### src/rtl/rxr_pkg.sv
package rxr_pkg;

  typedef enum logic [2:0] {
    ST_IDLE,
    ST_FETCH,
    ST_CHECK,
    ST_RECV,
    ST_WDATA,
    ST_STAT,
    ST_OWN,
    ST_DROP
  } rxr_state_e;

  localparam int DESC_STEP = 8;
  localparam int LEN_W     = 12;
  localparam int SOF_POS   = 14;
  localparam int EOF_POS   = 15;
  localparam int TYPE_POS  = 22;
  localparam int AMATCH_LO = 23;
  localparam int BCAST_POS = 31;

  // Status word for one descriptor; length and match fields only on the closing one.
  function automatic logic [31:0] rxr_status_word(
    input logic             first,
    input logic             closing,
    input logic [LEN_W-1:0] len,
    input logic             bcast,
    input logic [3:0]       amatch,
    input logic             tmatch
  );
    logic [31:0] w;
    w = '0;
    w[SOF_POS] = first;
    if (closing) begin
      w[EOF_POS]          = 1'b1;
      w[LEN_W-1:0]        = len;
      w[BCAST_POS]        = bcast;
      w[AMATCH_LO +: 4]   = amatch;
      w[TYPE_POS]         = tmatch;
    end
    return w;
  endfunction

  // Buffer address carried by an address word.
  function automatic logic [31:0] rxr_buf_addr(input logic [31:0] w0);
    return {w0[31:2], 2'b00};
  endfunction

  // Address word handed back to software: ownership set, marker kept.
  function automatic logic [31:0] rxr_owned_word(input logic [31:0] buf_addr,
                                                 input logic       ring_end);
    return {buf_addr[31:2], ring_end, 1'b1};
  endfunction

endpackage

### src/rtl/rxr_ring_ptr.sv
module rxr_ring_ptr #(
  parameter int ADDR_W = 32,
  parameter int STEP   = 8
) (
  input  logic              clk,
  input  logic              rst_n,
  input  logic              base_load,
  input  logic [ADDR_W-1:0] base_val,
  input  logic              restart,
  input  logic              advance,
  input  logic              ring_end,
  output logic [ADDR_W-1:0] ptr_q
);
  logic [ADDR_W-1:0] base_q;

  always_ff @(posedge clk) begin
    if (!rst_n) begin
      base_q <= '0;
      ptr_q  <= '0;
    end else if (base_load) begin
      base_q <= base_val;
      ptr_q  <= base_val;
    end else if (restart) begin
      ptr_q <= base_q;
    end else if (advance) begin
      ptr_q <= ring_end ? base_q : ptr_q + ADDR_W'(STEP);
    end
  end
endmodule

### src/rtl/rxr_packer.sv
module rxr_packer (
  input  logic        clk,
  input  logic        rst_n,
  input  logic        take,
  input  logic [7:0]  byte_in,
  input  logic        flush,
  output logic [31:0] word_q,
  output logic [3:0]  be_q,
  output logic [1:0]  lane_q
);
  always_ff @(posedge clk) begin
    if (!rst_n) begin
      word_q <= '0;
      be_q   <= '0;
      lane_q <= '0;
    end else if (flush) begin
      be_q   <= '0;
      lane_q <= '0;
    end else if (take) begin
      word_q[lane_q*8 +: 8] <= byte_in;
      be_q[lane_q]          <= 1'b1;
      lane_q                <= lane_q + 2'd1;
    end
  end
endmodule

### src/rtl/rxr_dma_writer.sv
module rxr_dma_writer
  import rxr_pkg::*;
#(
  parameter int ADDR_W    = 32,
  parameter int BUF_BYTES = 128
) (
  input  logic              clk,
  input  logic              rst_n,
  input  logic              rx_enable,
  input  logic              base_wr,
  input  logic [ADDR_W-1:0] base_data,
  input  logic              s_valid,
  input  logic [7:0]        s_data,
  input  logic              s_sof,
  input  logic              s_eof,
  input  logic              s_err,
  input  logic              s_bcast,
  input  logic [3:0]        s_amatch,
  input  logic              s_tmatch,
  output logic              s_ready,
  output logic              mem_req,
  output logic              mem_we,
  output logic [ADDR_W-1:0] mem_addr,
  output logic [31:0]       mem_wdata,
  output logic [3:0]        mem_be,
  input  logic [31:0]       mem_rdata,
  output logic              ovr_flag
);
  localparam int OFF_W = $clog2(BUF_BYTES) + 1;

  rxr_state_e        state_q;
  logic [ADDR_W-1:0] buf_q;
  logic              ring_end_q, first_q, done_q, good_q;
  logic [LEN_W-1:0]  len_q;
  logic [OFF_W-1:0]  off_q;
  logic              bc_q, tm_q, ovr_q;
  logic [3:0]        am_q;
  logic [ADDR_W-1:0] ptr;
  logic [31:0]       pk_word;
  logic [3:0]        pk_be;
  logic [1:0]        pk_lane;

  // Named internal events, used by the bound checker.
  logic restart, take, ev_fetch, ev_claim, ev_ovr, ev_data_wr, ev_stat_wr, ev_own_wr;

  assign restart    = base_wr || !rx_enable;
  assign ev_fetch   = (state_q == ST_FETCH) && !restart;
  assign ev_claim   = (state_q == ST_CHECK) && !restart && !mem_rdata[0];
  assign ev_ovr     = (state_q == ST_CHECK) && !restart &&  mem_rdata[0];
  assign ev_data_wr = (state_q == ST_WDATA) && !restart;
  assign ev_stat_wr = (state_q == ST_STAT)  && !restart;
  assign ev_own_wr  = (state_q == ST_OWN)   && !restart;

  assign s_ready = !restart && ((state_q == ST_RECV) || (state_q == ST_DROP) ||
                                ((state_q == ST_IDLE) && !s_sof));
  assign take    = s_valid && s_ready;
  assign ovr_flag = ovr_q;

  // Word address of the most recently filled byte.
  function automatic logic [ADDR_W-1:0] fill_addr(input logic [ADDR_W-1:0] b,
                                                  input logic [OFF_W-1:0]  off);
    logic [OFF_W-1:0] last;
    last = off - OFF_W'(1);
    return b + ADDR_W'({last[OFF_W-1:2], 2'b00});
  endfunction

  rxr_ring_ptr #(.ADDR_W(ADDR_W), .STEP(DESC_STEP)) u_ptr (
    .clk      (clk),
    .rst_n    (rst_n),
    .base_load(base_wr),
    .base_val (base_data),
    .restart  (!rx_enable),
    .advance  (ev_own_wr),
    .ring_end (ring_end_q),
    .ptr_q    (ptr)
  );

  rxr_packer u_pack (
    .clk    (clk),
    .rst_n  (rst_n),
    .take   (take && (state_q == ST_RECV)),
    .byte_in(s_data),
    .flush  (ev_data_wr || restart),
    .word_q (pk_word),
    .be_q   (pk_be),
    .lane_q (pk_lane)
  );

  always_comb begin
    mem_req   = 1'b0;
    mem_we    = 1'b0;
    mem_addr  = ptr;
    mem_wdata = '0;
    mem_be    = 4'hF;
    if (ev_fetch) begin
      mem_req = 1'b1;
    end else if (ev_data_wr) begin
      mem_req   = 1'b1;
      mem_we    = 1'b1;
      mem_addr  = fill_addr(buf_q, off_q);
      mem_wdata = pk_word;
      mem_be    = pk_be;
    end else if (ev_stat_wr) begin
      mem_req   = 1'b1;
      mem_we    = 1'b1;
      mem_addr  = ptr + ADDR_W'(4);
      mem_wdata = rxr_status_word(first_q, good_q, len_q, bc_q, am_q, tm_q);
    end else if (ev_own_wr) begin
      mem_req   = 1'b1;
      mem_we    = 1'b1;
      mem_wdata = rxr_owned_word(32'(buf_q), ring_end_q);
    end
  end

  always_ff @(posedge clk) begin
    if (!rst_n) ovr_q <= 1'b0;
    else if (base_wr) ovr_q <= 1'b0;
    else if (ev_ovr) ovr_q <= 1'b1;
  end

  always_ff @(posedge clk) begin
    if (!rst_n) begin
      state_q    <= ST_IDLE;
      buf_q      <= '0;
      ring_end_q <= 1'b0;
      first_q    <= 1'b0;
      done_q     <= 1'b0;
      good_q     <= 1'b0;
      len_q      <= '0;
      off_q      <= '0;
      bc_q       <= 1'b0;
      am_q       <= '0;
      tm_q       <= 1'b0;
    end else if (restart) begin
      state_q <= ST_IDLE;
    end else begin
      unique case (state_q)
        ST_IDLE: if (s_valid && s_sof) begin
          state_q <= ST_FETCH;
          first_q <= 1'b1;
          done_q  <= 1'b0;
          good_q  <= 1'b0;
          len_q   <= '0;
        end
        ST_FETCH: state_q <= ST_CHECK;
        ST_CHECK: if (mem_rdata[0]) begin
          state_q <= ST_DROP;
        end else begin
          buf_q      <= ADDR_W'(rxr_buf_addr(mem_rdata));
          ring_end_q <= mem_rdata[1];
          off_q      <= '0;
          state_q    <= ST_RECV;
        end
        ST_RECV: if (take) begin
          off_q <= off_q + OFF_W'(1);
          len_q <= len_q + LEN_W'(1);
          if (s_eof) begin
            done_q <= 1'b1;
            good_q <= !s_err;
            bc_q   <= s_bcast;
            am_q   <= s_amatch;
            tm_q   <= s_tmatch;
          end
          if (s_eof || pk_lane == 2'd3) state_q <= ST_WDATA;
        end
        ST_WDATA: state_q <= (done_q || off_q == OFF_W'(BUF_BYTES)) ? ST_STAT : ST_RECV;
        ST_STAT:  state_q <= ST_OWN;
        ST_OWN: begin
          first_q <= 1'b0;
          state_q <= done_q ? ST_IDLE : ST_FETCH;
        end
        ST_DROP: if (take && s_eof) state_q <= ST_IDLE;
        default: state_q <= ST_IDLE;
      endcase
    end
  end
endmodule

### config.mk
export PLATFORM = sky130hd
export DESIGN_NAME = rxr_dma_writer
export DESIGN_NICKNAME = d
export VERILOG_FILES = /design/src/rtl/rxr_pkg.sv /design/src/rtl/rxr_ring_ptr.sv /design/src/rtl/rxr_packer.sv /design/src/rtl/rxr_dma_writer.sv
export SDC_FILE = /design/constraint.sdc
export NUM_CORES = 1
export LEC_CHECK = 0
export ABC_AREA = 0
export CORE_ASPECT_RATIO = 0.75
export CORE_MARGIN = 2
export CORE_UTILIZATION = 30
export DETAILED_ROUTE_END_ITERATION = 10
export PLACE_DENSITY = 0.57
export SYNTH_ARGS = -nofsm -noshare
export SYNTH_HDL_FRONTEND = slang
export SYNTH_SLANG_ARGS = --single-unit
export TNS_END_PERCENT = 20
### constraint.sdc
create_clock -name clk -period 3.1 [get_ports clk]
set_input_delay 0.31 -clock clk [delete_from_list [all_inputs] [get_ports clk]]
set_output_delay 0.31 -clock clk [all_outputs]
set_load 0.01 [all_outputs]
==> results.sh <==
export IMPL_avgSynthCellArea_um2=7.83
export IMPL_synth_mux_area_frac=0.0257
export IMPL_ys_flop_type="dfxtp_1"
export IMPL_io_buffers=157
export IMPL_synth_simple_area_share=0.266
export IMPL_synth_top_family_by_area="simple AND/OR/NAND/NOR gates"
export IMPL_cp_slowest_cell="or4_4"
export IMPL_cp_common_cell="buf_4"
export IMPL_vias=10200
export IMPL_seqPwrFrac=0.455
export IMPL_first_pass_iters=5
export IMPL_slew_violations=0
export IMPL_wirelength_mm=36.2
export IMPL_ys_ff_latch=166
export IMPL_setup_violations=27
export IMPL_tritoncts="done"
export IMPL_clock_latency_ns=0.44
export IMPL_cp_required_ns=2.79
export IMPL_power_switching_mw=1.32
export IMPL_critPathMaxStageDelay_ns=0.57
export IMPL_yosysTopAreaCell="dfxtp_1"
export IMPL_min_from="rst_n"
export IMPL_rsz0062_at_grt="yes"
export IMPL_p_per_area_nw_per_um2=372
export IMPL_overflow=0
export IMPL_cts_buffers=17
export IMPL_grt_pass1_wl_mm=56.0
export IMPL_hold_path_end="u_ptr.ptr_q[18]$_SDFFE_PN0P_"
export IMPL_p_clk_frac=0.423
export IMPL_crit_reg2reg_launch="u_pack.lane_q[0]$_SDFFE_PP0P_"
export IMPL_worstSetupStartpointType="register"
export IMPL_grt_util_met1=0.300
export IMPL_drtIter0Drc=995
export IMPL_worstMarginPinSlew_ns=1.05
export IMPL_min_path_cells=3
export IMPL_hold_buffers=0
export IMPL_syn2layout_area_growth_pct=34.7
export IMPL_async_reset_ff_frac=0
export IMPL_crit_fanout=4
export IMPL_synth_xor_area_share=0.0549
export IMPL_root_buffer="clkbuf_16"
export IMPL_fin_crit_sh=1.16
export IMPL_fmax_ghz=0.277
export IMPL_grt_use_total=0.211
export IMPL_syn_inst=1263
export IMPL_r2r_end="u_pack.word_q[30]$_SDFFE_PN0P_"
export IMPL_status="finished, violations left"
export IMPL_synth_top_area_frac=0.336
export IMPL_fin_crit_ns=3.61
export IMPL_hold_viol=0
export IMPL_grt_max_degree=68
export IMPL_grt_pass1_vias=9838
export IMPL_rows=57
export IMPL_slew_headroom=0.292
export IMPL_placed_area_um2=12600
export IMPL_switching_share=0.266
export IMPL_worstPathCellList="or4_4 > buf_6 > nor2_4 > xor2_1 > ha_1 > o21ai_2 > a21oi_4 > o31ai_1 > buf_4 > nor2_1 > xnor2_1 > o21ai_0 > buf_4 > dlygate4sd2_1"
export IMPL_finalClockSkew_ns=0.0116
export IMPL_violations="negative setup slack"
export IMPL_fp_dieArea_um2=34400
export IMPL_vias_per_cell=5.29
export IMPL_end_kind="output pin"
export IMPL_critPathArrivalTime_ns=3.30
export IMPL_diodes=0
export IMPL_yosysMostFrequentCell="nand2_1"
export IMPL_drc=0
export IMPL_syn_nets=1370
export IMPL_synth_compound_area_frac=0.240
export IMPL_syn_cell_area_um2=9890
export IMPL_final_area_um2=13300
export IMPL_yosysWarnings=0
export IMPL_ys_types=76
export IMPL_intPower_mw=3.63
export IMPL_crit_start="off_q[5]$_SDFFE_PN0P_"
export IMPL_met2_usage=0.325
export IMPL_critPathBufInv=4
export IMPL_yosysSeqAreaShare=0.336
export IMPL_synth_area_leaders="dfxtp_1 (34%), nand2_1 (7.2%), a21boi_0 (6.8%)"
export IMPL_synthAdderAreaFrac=0.0273
export IMPL_start_util=0.305
export IMPL_worstSetupPathType="register to output pin"
export IMPL_maxCapViolCount=0
export IMPL_leakage_nw=5.08
export IMPL_timing_final_ws_setup_ns=-0.509
export IMPL_cts_max_level=4
export IMPL_gp_congestion=0.843
export IMPL_yosys_top_cells_count="nand2_1 (190), dfxtp_1 (166), a21boi_0 (89), a21oi_1 (78), nor2_1 (78)"
export IMPL_hold_path_class="input port to register"
export IMPL_ir_drop_uv=344
export IMPL_cts_sinks=166
export IMPL_cp_top_family="buffers and inverters"
export IMPL_wire_per_inst_um=18.8
export IMPL_io_pins=158
export IMPL_dp_hpwl_mm=27.5
export IMPL_synth_edff_count=0
export IMPL_drtAntennaViolNets=0
export IMPL_cts_buffer_depth=2
export IMPL_grt_util_met3=0.0467
export IMPL_antenna_found_initial=0
export IMPL_coreArea_um2=32400
export IMPL_setup_tns_ns=-9.90
export IMPL_rr_worst_depth=5
export IMPL_drive_gt1_frac=0.158
export IMPL_reg2reg_slack_ns=0.71
export IMPL_die_h_um=161
export IMPL_clk_pin_slew_ns=0.07
export IMPL_nNetsFinal=1577
export IMPL_p_comb_frac=0.123
export IMPL_die_x_um=214
export IMPL_busiest_layer="met2"
==> cells in the final DEF, fill, tap and decap left out, types with 18 or more instances in the layout <==
cell type        instances
a22o_1                  18
nor2_1                  75
xnor2_1                 25
a21oi_1                 72
a21boi_0                89
nand3_1                 32
a222oi_1                19
buf_4                  117
and3_1                  18
mux2i_1                 22
inv_1                   37
nor3_1                  19
nand2_1                190
o21ai_0                 47
nand2b_1                27
nand4_1                 53
nor2b_1                 26
xor2_1                  35
clkdlybuf4s50_1        124
ha_1                    18
dfxtp_1                163
==> through the flow <==
stage               hold slack (ns)  total power [mW]  instances   util  worst slack (ns)
CTS                           0.375              4.98       1924  0.408            -0.521
detailed placement            0.449              2.92       1889  0.389            -0.561
global route                  0.411              5.15       1925  0.410            -0.638
floorplan                     0.424              2.59       1263      -           -0.0411
global placement              0.440              2.91       1889  0.389            -0.530
finish                        0.400              4.95       1925  0.410            -0.509
==> cells by family (layout without fill, tap and decap cells) <==
kind of cell / count (synthesis) / in the layout
compound gates: 345 / 345
buf+inv: 128 / 348
mux: 25 / 25
flops: 166 / 166
xor+xnor: 62 / 62
simple gates: 516 / 516
fa+ha+maj: 21 / 21
==> power groups by stage <==
stage | registers [mW] | logic, mW | clock network [mW]
2_1_floorplan | 2.27 | 0.313 | 0
3_5_place_dp | 2.30 | 0.619 | 0
4_1_cts | 2.25 | 0.608 | 2.12
6_report | 2.25 | 0.607 | 2.09
3_3_place_gp | 2.29 | 0.611 | 0
5_1_grt | 2.26 | 0.660 | 2.23
==> layout make-up <==
class | count | area, µm²
sequential | 166 | 3330
multi-input combinational | 969 | 6240
tap | 442 | 553
clock buffer | 20 | 447
clock inverter | 12 | 121
inverter | 37 | 139
fill | 3278 | 19100
timing repair buffer | 279 | 2490
==> worst max path at each step <==
| stage | to | slack (ns) | cells past startpoint |
|---|---|---|---|
| after floorplan | mem_addr[27] | -0.04 | 12 |
| after global placement | mem_addr[17] | -0.53 | 13 |
| after detailed placement | mem_addr[22] | -0.56 | 13 |
| after CTS | mem_addr[28] | -0.52 | 13 |
| after global routing | mem_addr[28] | -0.64 | 12 |
| final | mem_addr[12] | -0.51 | 14 |
==> sequential cells by signal, indices dropped and copies added, names as in the netlist <==
register	count
buf_q	30
tm_q	1
u_ptr.base_q	32
u_ptr.ptr_q	32
good_q	1
len_q	12
state_q	3
ring_end_q	1
bc_q	1
u_pack.word_q	32
u_pack.lane_q	2
am_q	4
ovr_flag	1
done_q	1
u_pack.be_q	4
first_q	1
off_q	8
==> metal layers <==
metal / up-vias / part of all wire
li1: 4940 / -
met1: 4868 / 0.47
met2: 345 / 0.44
met3: 30 / 0.074
met4: 0 / 0.013
met5: - / 0
==> timing repair <==
| item | in CTS | in global routing |
|---|---|---|
| pin swaps | 29 | 13 |
| gates resized for setup | 134 | 21 |
| endpoints found under the setup margin | 28 | 43 |
| buffers inserted | 4 | 1 |
| endpoints found under the hold margin | 0 | 0 |
==> worst register-to-register path, cell delays in order (launching register included) <==
cell,delay (ns)
dfxtp_1,0.52
inv_1,0.20
ha_1,0.39
nor3_1,0.76
nand4_1,0.24
a21boi_0,0.21
Power figures use the tool's default switching activity.
